**config.mk**
```make
export PLATFORM = sky130hd
export DESIGN_NAME = txq_fifo
export DESIGN_NICKNAME = d
export VERILOG_FILES = /design/src/rtl/txq_fifo.sv
export SDC_FILE = /design/constraint.sdc
export NUM_CORES = 1
export LEC_CHECK = 0
export ABC_AREA = 1
export BUFFER_PORTS_ARGS = -buffer_cell sky130_fd_sc_hd__buf_2
export CORE_MARGIN = 5
export CORE_UTILIZATION = 46
export DETAILED_ROUTE_END_ITERATION = 16
export GPL_TIMING_DRIVEN = 0
export SLEW_MARGIN = 10
export SYNTH_ARGS = -nofsm -noshare
export SYNTH_HDL_FRONTEND = slang
export SYNTH_SLANG_ARGS = --single-unit
```
**constraint.sdc**
```tcl
create_clock -name clk -period 7.1 [get_ports clk]
set_clock_uncertainty 0.2 [all_clocks]
set_input_delay 1.065 -clock clk [delete_from_list [all_inputs] [get_ports clk]]
set_output_delay 1.065 -clock clk [all_outputs]
set_load 0.02 [all_outputs]
```
**src/rtl/txq_fifo.sv**
```systemverilog
module txq_fifo #(
  parameter int WIDTH = 12,
  parameter int DEPTH = 32,
  localparam int AW   = $clog2(DEPTH),
  localparam int CW   = AW + 1,
  localparam int HALF = DEPTH / 2
) (
  input  logic             clk,
  input  logic             rst_n,
  input  logic             wr_en,
  input  logic [WIDTH-1:0] wr_data,
  input  logic             rd_en,
  output logic [WIDTH-1:0] rd_data,
  input  logic             cfg_pin_sel,
  output logic [7:0]       status,
  output logic             empty_o,
  output logic             flag_o
);

  logic [WIDTH-1:0] mem [DEPTH];
  logic [AW-1:0]    wr_ptr, rd_ptr;
  logic [CW-1:0]    count, cnt_nxt;
  logic             empty_q, half_q, full_q;
  logic             wr_ok, rd_ok;

  assign wr_ok   = wr_en & ~full_q;
  assign rd_ok   = rd_en & ~empty_q;
  assign cnt_nxt = count + CW'(wr_ok) - CW'(rd_ok);

  always_ff @(posedge clk)
    if (wr_ok) mem[wr_ptr] <= wr_data;

  // pointers wrap naturally: DEPTH is a power of two
  always_ff @(posedge clk) begin
    if (!rst_n) begin
      wr_ptr  <= '0;
      rd_ptr  <= '0;
      count   <= '0;
      empty_q <= 1'b1;
      half_q  <= 1'b0;
      full_q  <= 1'b0;
      rd_data <= '0;
    end else begin
      if (wr_ok) wr_ptr <= wr_ptr + 1'b1;
      if (rd_ok) begin
        rd_ptr  <= rd_ptr + 1'b1;
        rd_data <= mem[rd_ptr];
      end
      count   <= cnt_nxt;
      empty_q <= (cnt_nxt == '0);
      half_q  <= (cnt_nxt == CW'(HALF));
      full_q  <= (cnt_nxt == CW'(DEPTH));
    end
  end

  assign status  = {full_q, half_q, empty_q, 5'b0};
  assign empty_o = empty_q;
  assign flag_o  = cfg_pin_sel ? half_q : full_q;

  p_no_overflow_r5: assert property (@(posedge clk) disable iff (!rst_n)
    count <= CW'(DEPTH));

  p_full_drop_r6: assert property (@(posedge clk) disable iff (!rst_n)
    (full_q && wr_en && !rd_en) |=> ($stable(count) && $stable(wr_ptr)));

  p_half_exact_r4: assert property (@(posedge clk) disable iff (!rst_n)
    half_q |-> (count == CW'(HALF)));

  p_rdwr_level_r9: assert property (@(posedge clk) disable iff (!rst_n)
    (wr_en && rd_en && !empty_q && !full_q) |=> $stable(count));

  p_empty_read_r10: assert property (@(posedge clk) disable iff (!rst_n)
    (empty_q && rd_en) |=> ($stable(rd_data) && $stable(rd_ptr)));

  p_flags_onehot_r3: assert property (@(posedge clk) disable iff (!rst_n)
    $onehot0({empty_q, half_q, full_q}));

endmodule

```
Word level (Yosys, flattened, before mapping):

Memory sizes are Yosys's and may differ from the RTL's. A register that Yosys moved wholly into a read port is not among the register bits.
Index checks and enable logic that the tools add are counted.

* register bits after elaboration: 19
* memory bits (writable): 384
* input bits: 17
* output and inout bits: 22
* word-level logic and storage cells: 22
* memories kept: 1

* add/sub/neg operators: 4
* equal/unequal tests: 2
* mux-type cells: 3
* bitwise operators: 4
* reduce and logical (&&, ||, !) cells: 2

Memories
* mem: depth 32, width 12, rd ports 1, clocked after memory_dff 1, wr ports 1, line 20 `logic [WIDTH-1:0] mem [DEPTH];`

Operators by type and width (number)
* $add 5x1->5 const B: 2
* $add 6x1->6: 1
* $eq 6x5->1 const B: 1
* $eq 6x6->1 const B: 1
* $logic_not 6->1: 1
* $sub 6x1->6: 1
* $mux 1: 3
* $and 1x1->1: 2
* $not 1->1: 2
* $logic_not 1->1: 1

Depth between registers and ports, before layout:

* depth after elaboration: 5
* gate-level depth with buffers: 12
* depth with buffers taken out: 11

Worst setup path after synthesis:

No wires, ideal clock.

* kind: input-to-reg
* from: in rd_en
* to: reg empty_q (netlist: empty_o)
* library setup time: 0.070 ns
* data arrival time: 3.250 ns
* required time: 6.830 ns
* path slack: 3.581 ns
* cell stages on the path: 11
* buffers on the path: 1
* path through: inv_1 > nor2_1 > clkbuf_1 > ha_1 > inv_1 > ha_1 > fa_1 > or2_2 > nor3_1 > nand2_1 > a21oi_1

* cells in the longest elaborated chain, start to end: 3

Ends and longest elaborated chain
* start: declaration: line 12 `input logic rd_en,`
* $and 1x1->1: line 27 `assign rd_ok = rd_en & ~empty_q;`
* net rd_ok: line 24 `logic wr_ok, rd_ok;`
* $sub 6x1->6: line 28 `assign cnt_nxt = count + CW'(wr_ok) - CW'(rd_ok);`
* net cnt_nxt[1]: line 22 `logic [CW-1:0] count, cnt_nxt;`
* $logic_not 6->1: line 50 `empty_q <= (cnt_nxt == '0);`
* end signal: assignment: line 50
* end: declaration: line 23 `logic empty_q, half_q, full_q;`

The timed path passes the listed nets, and every way through them passes these cells.
A chain may end at the register's enable or synchronous reset.

Worst setup path in the final report:

Same ends and word-level chain as after synthesis.

==> reports/metrics.csv <==
metric;value;unit
outcome;completed;
setup_tns;0;ns
Final #Nets;1789;
clock sink count;415;
slowest cell delay on critical path;0.53;ns
Sw Share;29.3;%
full die area;0.0422;mm^2
cell internal pwr;4.27;mW
Synth Register Bits;415;
worst r2r dst;empty_o$_SDFF_PN1_;
r2r setup slk;3.58;ns
DRT Pass-1 Iters;7;
RSZ-0062 raised after global routing;false;
sequential share of power;45.8;%
first-pass GRT wire length;70400;um
Rel. slew slack;18.4;%
CTS max path bufs;3;
commonest non-fill, non-tap cell in the layout;nand2_1;
Worst Path Arrival;4.05;ns
Clock Power Share;34.8;%
most frequent cells in the layout;537 x nand2_1, 384 x edfxtp_1, 237 x nand3_1;
Cells after Synth;1675;
synthesized area;0.0176;mm^2
Storage cell area;0.0122;mm^2
Total GRT Usage;22.6;%
WP buf/inv;4;
critical path endpoint category;register;
final wirelength;47000;um
max capacitance violation total;0;
f_max;265;MHz
combinational power share;19.4;%
fin crit share;53.1;%
Worst setup SP type;primary input;
Setup violations, final;0;
global-route congestion overflow total;0;
via density per instance;5.14;
Top Ports;39;
layout cells sized above 1;8.88;%
Starting DRT DRC Count;1114;
HP Class;register to register;
FF-to-FF Start;empty_o$_SDFF_PN1_;
final worst path period need;3.77;ns
Slew Viols, Final;0;
TritonCTS clock tree;yes;
ant diodes;0;
hpwl dp;31400;um
NetSw;1.77;mW
Avg Inst Size Synth;10.5;um^2
CTS Hold Bufs;0;
largest delay contributor family on the critical path;simple AND/OR/NAND/NOR gates;
synthesis-to-finish area growth;12.1;%
pwr/cell area;306;mW/mm^2
yosys warns;0;
worst-margin pin slew;1.22;ns
Initial Utilization;46.7;%
LEAKAGE;7.88;nW
Clock Tree Root;clkbuf_16;
Worst-Skew Late Latency;0.57;ns
CP endpoint;empty_o$_SDFF_PN1_;
CP max FO;10;
CP cell instances;buf_2 > inv_1 > nor2_1 > clkbuf_1 > ha_1 > inv_1 > ha_1 > fa_1 > or2_2 > nor3_1 > nand2_1 > a21oi_1;
launch point of the worst path;rd_en;
post-CTS sizing;0;
number of global-route vias before repair;11500;
IO buf count;32;
Slowest-stage cell, CP;clkbuf_1;
register area share after synthesis;69.1;%
initial antenna violation count;0;
Final Hold Fails;0;
post-synth cell types;27;
largest net degree at the start of global routing;33;
cells on worst reg2reg path;10;
remaining antenna violation count after routing;0;
Post-CTS Setup Bufs;0;
# rows;71;
Finished Core Util;52.3;%
DR WL/cell;20.4;um
Worst VDD drop;0.172;mV
DIE HEIGHT;206;um
Residual DRC;0;
fill count;3389;
post-route design area;0.0197;mm^2
min-delay src;rd_data[0]$_SDFFE_PN0P_;
type of the worst setup path;primary input to register;
core area;0.0377;mm^2
detailed-route via count;11800;
Routability Congestion;0.969;
Multi-input gate area;0.00427;mm^2
clock-pin slew on the worst setup and hold paths;0.06;ns
total CTS buffers;44;
H-tree depth;2;
CP Data Required Time;7.38;ns
Stages on worst setup path;12;
dpl cell area;0.0184;mm^2
die width;206;um
[state kept, by name, indices dropped and copies added, names as in the netlist]
signal,count
mem,384
rd_data,12
count,6
rd_ptr,5
wr_ptr,5
empty_o,1
full_q,1
half_q,1
[cells in the mapped netlist]
cell | count | area share (%)
conb_1 | 1 | 0.021
buf_6 | 6 | 0.38
nor2_1 | 112 | 2.4
buf_4 | 16 | 0.68
buf_1 | 2 | 0.043
ha_1 | 11 | 0.78
fa_1 | 1 | 0.11
clkinv_2 | 1 | 0.028
nand3_1 | 237 | 6.7
edfxtp_1 | 384 | 66
dfxtp_1 | 31 | 3.5
xor2_1 | 4 | 0.20
and3_1 | 1 | 0.036
inv_1 | 182 | 3.9
buf_2 | 44 | 1.3
nand4_1 | 1 | 0.036
o21ai_0 | 18 | 0.51
clkinv_1 | 2 | 0.043
a31oi_1 | 1 | 0.036
o211ai_1 | 1 | 0.043
or2_2 | 1 | 0.036
nor3_1 | 11 | 0.31
xnor2_1 | 1 | 0.050
clkbuf_1 | 22 | 0.47
a21oi_1 | 46 | 1.3
inv_4 | 1 | 0.036
nand2_1 | 537 | 11
[worst min-delay path, delay by kind of cell (launching register included)]
family / cells / cell delay (ns)
AO/OA/AOI/OAI: 1 / 0.05
flip-flops: 1 / 0.31
AND/OR/NAND/NOR: 1 / 0.06
[layout make-up]
class / count / area share, %
inverters: 186 / 3.56
repair buffers: 35 / 0.927
multi-input cells: 988 / 21.6
flip-flops and latches: 415 / 61.6
clock inverters: 15 / 0.552
plain buffers: 90 / 2.53
well taps: 511 / 3.24
clock buffers: 62 / 5.93
[power groups by stage]
stage,clock network (mW),registers (mW),logic [mW]
after floorplan,0,2.83,0.747
after global placement,0,2.82,1.14
after detailed placement,0,2.82,1.16
after CTS,2.14,2.77,1.17
after global routing,2.24,2.77,1.29
final,2.10,2.77,1.17
[cell families after synthesis]
group	Yosys count	synth area share [%]
simple gates	900	21.0
other cells	1	0.0213
fa+ha+maj	12	0.896
xor+xnor	5	0.249
compound gates	66	1.90
buf+inv	276	6.82
flops	415	69.1
[per-stage QoR]
step | std cells | hold WS (ns) | total power, mW | setup WS (ns)
2_1_floorplan | 1679 | 0.301 | 3.58 | 3.58
3_3_place_gp | 2222 | 0.255 | 3.96 | 2.80
3_5_place_dp | 2225 | 0.258 | 3.98 | 2.80
4_1_cts | 2302 | 0.267 | 6.07 | 3.34
5_1_grt | 2302 | 0.287 | 6.31 | 3.15
6_report | 2302 | 0.263 | 6.04 | 3.33
[worst min-delay path by stage]
| stage | endpoint | slack (ns) | cells past startpoint |
|---|---|---|---|
| after floorplan | wr_ptr[0]$_SDFFE_PN0P_ | 0.30 | 2 |
| after global placement | rd_data[7]$_SDFFE_PN0P_ | 0.26 | 2 |
| after detailed placement | rd_data[0]$_SDFFE_PN0P_ | 0.26 | 2 |
| after CTS | rd_data[0]$_SDFFE_PN0P_ | 0.27 | 2 |
| after global routing | rd_data[4]$_SDFFE_PN0P_ | 0.29 | 2 |
| final | rd_data[0]$_SDFFE_PN0P_ | 0.26 | 2 |
[per-layer routing]
layer | vias up | wire (um) | track usage [%]
li1 | 5692 | - | -
met1 | 5599 | 20300 | 31.7
met2 | 460 | 21500 | 35.9
met3 | 86 | 3980 | 5.00
met4 | 0 | 1210 | 6.53
met5 | - | 0 | 0
No activity file was read; power rests on OpenSTA's default activity.
